==> config.mk <==
export PLATFORM = sky130hd
export DESIGN_NAME = pc_sequencer
export DESIGN_NICKNAME = d
export VERILOG_FILES = /design/src/rtl/pc_seq_pkg.sv /design/src/rtl/pc_seq_decode.sv /design/src/rtl/pc_seq_stack.sv /design/src/rtl/pc_sequencer.sv
export SDC_FILE = /design/constraint.sdc
export NUM_CORES = 1
export LEC_CHECK = 0
export BUFFER_PORTS_ARGS = -buffer_cell sky130_fd_sc_hd__buf_2
export CAP_MARGIN = 25
export CORE_UTILIZATION = 28
export CTS_CLUSTER_SIZE = 28
export DETAILED_ROUTE_END_ITERATION = 10
export PLACE_DENSITY = 0.56
export REMOVE_ABC_BUFFERS = 1
export SLEW_MARGIN = 25
export SYNTH_ARGS = -nofsm -noshare
export SYNTH_HDL_FRONTEND = slang
export SYNTH_SLANG_ARGS = --single-unit
export TNS_END_PERCENT = 10
==> constraint.sdc <==
create_clock -name clk -period 2.3 [get_ports clk]
set_input_delay 0.345 -clock clk [delete_from_list [all_inputs] [get_ports clk]]
set_output_delay 0.345 -clock clk [all_outputs]
set_load 0.02 [all_outputs]
==> src/rtl/pc_seq_pkg.sv <==
package pc_seq_pkg;

    localparam int DEF_PC_W  = 12;
    localparam int DEF_PG_W  = 3;
    localparam int DEF_DEPTH = 2;
    localparam int INSTR_W   = 12;
    localparam int LIT8_W    = 8;

    typedef enum logic [0:0] {
        ST_RUN       = 1'b0,
        ST_SLOT_ANNUL = 1'b1
    } seq_state_e;

    typedef enum logic [2:0] {
        OPC_OTHER = 3'd0,
        OPC_JUMP  = 3'd1,
        OPC_CALL  = 3'd2,
        OPC_RET   = 3'd3,
        OPC_RETL  = 3'd4,
        OPC_RETPG = 3'd5,
        OPC_PAGE  = 3'd6
    } op_class_e;

endpackage

==> src/rtl/pc_seq_decode.sv <==
module pc_seq_decode
    import pc_seq_pkg::*;
#(
    parameter int PC_W = DEF_PC_W,
    parameter int PG_W = DEF_PG_W
) (
    input  logic [INSTR_W-1:0] instr,
    input  logic [PG_W-1:0]    page,
    output op_class_e          op,
    output logic [PC_W-1:0]    jump_tgt,
    output logic [PC_W-1:0]    call_tgt,
    output logic [PG_W-1:0]    page_lit,
    output logic [LIT8_W-1:0]  lit8
);
    localparam int LIT_W   = PC_W - PG_W;
    localparam int CPAD_W  = LIT_W - LIT8_W;

    always_comb begin
        op = OPC_OTHER;
        if (instr[11:9] == 3'b101)
            op = OPC_JUMP;
        else if (instr[11:8] == 4'b1001)
            op = OPC_CALL;
        else if (instr[11:8] == 4'b1000)
            op = OPC_RETL;
        else if (instr == 12'h00C)
            op = OPC_RET;
        else if (instr == 12'h00D)
            op = OPC_RETPG;
        else if (instr[11:3] == 9'b0000_0001_0)
            op = OPC_PAGE;
    end

    assign jump_tgt = {page, instr[LIT_W-1:0]};
    assign call_tgt = {page, {CPAD_W{1'b0}}, instr[LIT8_W-1:0]};
    assign page_lit = instr[PG_W-1:0];
    assign lit8     = instr[LIT8_W-1:0];

endmodule

==> src/rtl/pc_seq_stack.sv <==
module pc_seq_stack
    import pc_seq_pkg::*;
#(
    parameter int AW    = DEF_PC_W,
    parameter int PW    = DEF_PG_W,
    parameter int DEPTH = DEF_DEPTH
) (
    input  logic          clk,
    input  logic          rst_n,
    input  logic          push,
    input  logic          pop,
    input  logic [AW-1:0] push_addr,
    input  logic [PW-1:0] push_page,
    output logic [AW-1:0] top_addr,
    output logic [PW-1:0] top_page
);
    localparam int EW = AW + PW;

    logic [EW-1:0] ent [DEPTH];

    genvar i;
    generate
        for (i = 0; i < DEPTH; i++) begin : g_ent
            logic [EW-1:0] from_above;
            logic [EW-1:0] from_below;

            if (i == 0) begin : g_head
                assign from_above = {push_addr, push_page};
            end else begin : g_mid_a
                assign from_above = ent[i-1];
            end

            if (i == DEPTH - 1) begin : g_tail
                assign from_below = ent[i];
            end else begin : g_mid_b
                assign from_below = ent[i+1];
            end

            always_ff @(posedge clk or negedge rst_n) begin
                if (!rst_n)
                    ent[i] <= '0;
                else if (push)
                    ent[i] <= from_above;
                else if (pop)
                    ent[i] <= from_below;
            end
        end
    endgenerate

    assign top_addr = ent[0][EW-1:PW];
    assign top_page = ent[0][PW-1:0];

endmodule

==> src/rtl/pc_sequencer.sv <==
module pc_sequencer
    import pc_seq_pkg::*;
#(
    parameter int PC_W  = DEF_PC_W,
    parameter int PG_W  = DEF_PG_W,
    parameter int DEPTH = DEF_DEPTH
) (
    input  logic                 clk,
    input  logic                 rst_n,
    input  logic                 instr_valid,
    input  logic [INSTR_W-1:0]   instr,
    input  logic                 skip_req,
    output logic [PC_W-1:0]      fetch_addr,
    output logic                 flush_slot,
    output logic                 w_load,
    output logic [LIT8_W-1:0]    w_literal,
    output logic [PG_W-1:0]      page_bits
);
    seq_state_e        state_q, state_d;
    logic [PC_W-1:0]   pc_q, pc_d;
    logic [PG_W-1:0]   pg_q, pg_d;
    logic              do_push, do_pop, do_wload;

    op_class_e         op;
    logic [PC_W-1:0]   jump_tgt, call_tgt, stk_addr;
    logic [PG_W-1:0]   page_lit, stk_page;
    logic [LIT8_W-1:0] lit8;

    pc_seq_decode #(.PC_W(PC_W), .PG_W(PG_W)) u_dec (
        .instr    (instr),
        .page     (pg_q),
        .op       (op),
        .jump_tgt (jump_tgt),
        .call_tgt (call_tgt),
        .page_lit (page_lit),
        .lit8     (lit8)
    );

    pc_seq_stack #(.AW(PC_W), .PW(PG_W), .DEPTH(DEPTH)) u_stk (
        .clk       (clk),
        .rst_n     (rst_n),
        .push      (do_push),
        .pop       (do_pop),
        .push_addr (pc_q),
        .push_page (pg_q),
        .top_addr  (stk_addr),
        .top_page  (stk_page)
    );

    // state register
    always_ff @(posedge clk or negedge rst_n) begin
        if (!rst_n) begin
            state_q <= ST_RUN;
            pc_q    <= '1;
            pg_q    <= '0;
        end else begin
            state_q <= state_d;
            pc_q    <= pc_d;
            pg_q    <= pg_d;
        end
    end

    // next state, address, page and stack control
    always_comb begin
        state_d  = state_q;
        pc_d     = pc_q;
        pg_d     = pg_q;
        do_push  = 1'b0;
        do_pop   = 1'b0;
        do_wload = 1'b0;
        if (instr_valid) begin
            pc_d = pc_q + 1'b1;
            unique case (state_q)
                ST_RUN: begin
                    unique case (op)
                        OPC_JUMP: begin
                            pc_d    = jump_tgt;
                            state_d = ST_SLOT_ANNUL;
                        end
                        OPC_CALL: begin
                            do_push = 1'b1;
                            pc_d    = call_tgt;
                            state_d = ST_SLOT_ANNUL;
                        end
                        OPC_RET: begin
                            do_pop  = 1'b1;
                            pc_d    = stk_addr;
                            state_d = ST_SLOT_ANNUL;
                        end
                        OPC_RETL: begin
                            do_pop   = 1'b1;
                            do_wload = 1'b1;
                            pc_d     = stk_addr;
                            state_d  = ST_SLOT_ANNUL;
                        end
                        OPC_RETPG: begin
                            do_pop  = 1'b1;
                            pc_d    = stk_addr;
                            pg_d    = stk_page;
                            state_d = ST_SLOT_ANNUL;
                        end
                        OPC_PAGE: begin
                            pg_d    = page_lit;
                            state_d = skip_req ? ST_SLOT_ANNUL : ST_RUN;
                        end
                        default: begin
                            state_d = skip_req ? ST_SLOT_ANNUL : ST_RUN;
                        end
                    endcase
                end
                ST_SLOT_ANNUL: begin
                    state_d = ST_RUN;
                end
                default: state_d = ST_RUN;
            endcase
        end
    end

    // outputs
    always_comb begin
        fetch_addr = pc_q;
        page_bits  = pg_q;
        flush_slot = (state_q == ST_SLOT_ANNUL);
        w_load     = do_wload;
        w_literal  = do_wload ? lit8 : '0;
    end

endmodule

==> impl_metrics.tcl <==
set metrics [dict create \
    synthArstFlopShare_pct 100 \
    ys_warn_count 0 \
    synth_edf_count 0 \
    worstMarginPinSlew_ns 0.617 \
    drive_gt1_share_pct 47.0 \
    critPathLaunchType "input pin" \
    timing.final.crit_share_pct 90.2 \
    area_delta_synth_final_pct 21.4 \
    synthMuxAreaShare_pct 21.8 \
    critical-path-top-delay-family "simple AND/OR/NAND/NOR gates" \
    yosys.area_share.xor_xnor_pct 0.339 \
    die_h_um 98.1 \
    stdcell_area_sq_um 3140 \
    portBuffers 40 \
    avgSynthCellArea_sq_um 11.5 \
    hold_slack_ns 0.0459 \
    overflow 0 \
    crit_path_end_kind "output port" \
    path_max_fanout 8 \
    power_density_nw_per_um2 704 \
    synth_seq_area_share_pct 45.1 \
    place_hpwl_um 5080 \
    postCtsResizedCells 0 \
    skew_ns 0.00852 \
    path_depth 6 \
    max_stage_delay_ns 0.59 \
    antenna_found_initial 0 \
    setup_viol 0 \
    synth_compound_area_share_pct 16.0 \
    layout.nets 297 \
    cts-buffers-inserted 5 \
    drcViolationCount 0 \
    coreArea_sq_um 8850 \
    hold_viol 0 \
    endpoint "w_literal[3]" \
    grt_pass1_vias 2177 \
    ys_seq_elements 46 \
    synth_ff_type "dfrtp_1" \
    drtIter0Drc 97 \
    vias 2079 \
    layout_commonest_cell "buf_2" \
    reg2reg_to "fetch_addr[10]$_DFFE_PN1P_" \
    path_cells "buf_2, or4b_1, nor2_1, buf_4, and2_1, buf_2" \
    clkTransAtPathRegs_ns 0.10 \
    die_area_sq_um 9620 \
    maxCapViolCount 0 \
    grt_pass1_wl_um 11500 \
    wl_per_cell_um 17.5 \
    cts_sinks 46 \
    grt_usage_pct 15.0 \
    netlist_area_sq_um 2580 \
    max_freq_mhz 482 \
    worstSetupStartpoint "instr[9]" \
    root_buffer "clkbuf_8" \
    synth_fa_ha_area_share_pct 0.484 \
    cpMostUsedCell "buf_2" \
    ant_nets 0 \
    rr_worst_depth 6 \
    hp-class "in -> async" \
    netlist_instances 224 \
    period_needed_ns 2.08 \
    htreeDepth 2 \
    start_util_pct 29.2 \
    wl_um 6810 \
    rsz0062_at_grt "false" \
    reg2reg_from "fetch_addr[0]$_DFFE_PN1P_" \
    postCtsHoldBufs 0 \
    fin_tns_setup_ns 0 \
    status "finished, final reports clean" \
    cts_setup_buffers 0 \
    insertion_delay_ns 0.30 \
    path_class "in -> out" \
    via_per_inst 5.34 \
    placed_area_sq_um 3040 \
    cts_tree "yes" \
    arrival_ns 1.73 \
    gp_congestion 0.774 \
    cp.buffers_inverters 3 \
    layout_common_cells "buf_2 (40), mux2_2 (34), dfrtp_1 (34)" \
    die_x_um 98.1 \
    cp.required_ns 1.96 \
    leakage_nw 1.54 \
    peakVddDrop_uv 300 \
    grt_max_degree 25 \
    relSlewSlack_pct 58.9 \
    p_total_w 0.00221 \
    diodes 0 \
    drv_slew 0 \
    num_rows 34 \
    yosysUniqueCellTypes 51 \
    yosys.area_share.simple_pct 12.6 \
    cp_slowest_cell "or4b_1" \
    synth_top_family_by_area "multiplexers" \
    drt_pre_antenna_iters 4 \
    ios 41 \
    reg2reg_setup_slack_ns 0.40 \
    cts_max_path_buffers 2 \
]
flip-flops by register name, indices dropped and copies added, names as in the netlist:
signal / count
fetch_addr: 12
flush_slot: 1
page_bits: 3
u_stk.g_ent.from_above: 15
u_stk.g_ent.from_below: 15
report_power, final:
group          internal [W]  total, W  switching, W  leakage (nW)
clock              0.000248  0.000541      0.000293        0.0478
combinational      0.000223  0.000558      0.000335         0.896
sequential         0.000961   0.00111      0.000149         0.599
cell type report:
| cell class | count | area (sq um) |
|---|---|---|
| Clock buffer | 6 | 82.6 |
| Inverter | 4 | 15.0 |
| Multi-Input combinational cell | 162 | 1330 |
| Tap cell | 108 | 135 |
| Fill cell | 905 | 5710 |
| Sequential cell | 46 | 1170 |
| Timing Repair Buffer | 61 | 395 |
| Clock inverter | 2 | 16.3 |
worst register-to-register path, cell delays in order (launching register included):
cell,delay [ns]
dfstp_2,0.60
ha_1,0.22
and4_1,0.27
and2_1,0.20
a31o_2,0.16
o22ai_1,0.06
a311oi_1,0.29
routing by layer:
metal	vias up	global-route usage (%)	part of all wire, %
met3	2	2.29	3.0
li1	968	-	-
met4	0	2.80	0.26
met2	42	25.0	48
met5	-	0	0
met1	1067	20.6	49
per-stage QoR:
| stage | utilization [%] | setup slack, ns | cells |
|---|---|---|---|
| after floorplan | - | -0.434 | 212 |
| after detailed placement | 34.3 | 0.140 | 381 |
| final | 35.4 | 0.225 | 389 |
| after global routing | 35.4 | 0.153 | 389 |
| after global placement | 34.3 | 0.160 | 381 |
| after CTS | 35.4 | 0.231 | 389 |
how the worst min path moves through the flow:
| stage | startpoint | to | slack [ns] | depth (start not counted) |
|---|---|---|---|---|
| final | rst_n | u_stk.g_ent[1].from_above[7]$_DFFE_PN0P_ | 0.05 | 1 |
| after global routing | rst_n | u_stk.g_ent[1].from_above[7]$_DFFE_PN0P_ | 0.07 | 1 |
| after CTS | rst_n | u_stk.g_ent[1].from_above[7]$_DFFE_PN0P_ | 0.05 | 1 |
| after detailed placement | rst_n | u_stk.g_ent[1].from_above[11]$_DFFE_PN0P_ | 0.39 | 1 |
| after global placement | rst_n | u_stk.g_ent[1].from_above[11]$_DFFE_PN0P_ | 0.39 | 1 |
| after floorplan | rst_n | flush_slot$_DFFE_PN0P_ | 0.05 | 0 |
cell families (layout without fill, tap and decap cells):
kind of cell,Yosys count,in the layout
AND/OR/NAND/NOR,57,57
flip-flops,46,46
multiplexers,47,47
XOR/XNOR,1,1
buffers and inverters,16,73
adder cells (fa/ha/maj),1,1
AO/OA/AOI/OAI,56,56
cell usage after synthesis (all sizes together), types with 5 or more instances:
library cell / number / area, sq um
a21oi: 13 / 65.1
a221oi: 7 / 61.3
a311oi: 5 / 43.8
and2: 8 / 50.1
buf: 6 / 53.8
clkbuf: 6 / 22.5
dfrtp: 34 / 851
dfstp: 12 / 315
mux2: 45 / 544
nand2: 8 / 30.0
nand3: 5 / 30.0
nor2: 15 / 56.3
o21ai: 8 / 40.0
Power figures use the tool's default switching activity.
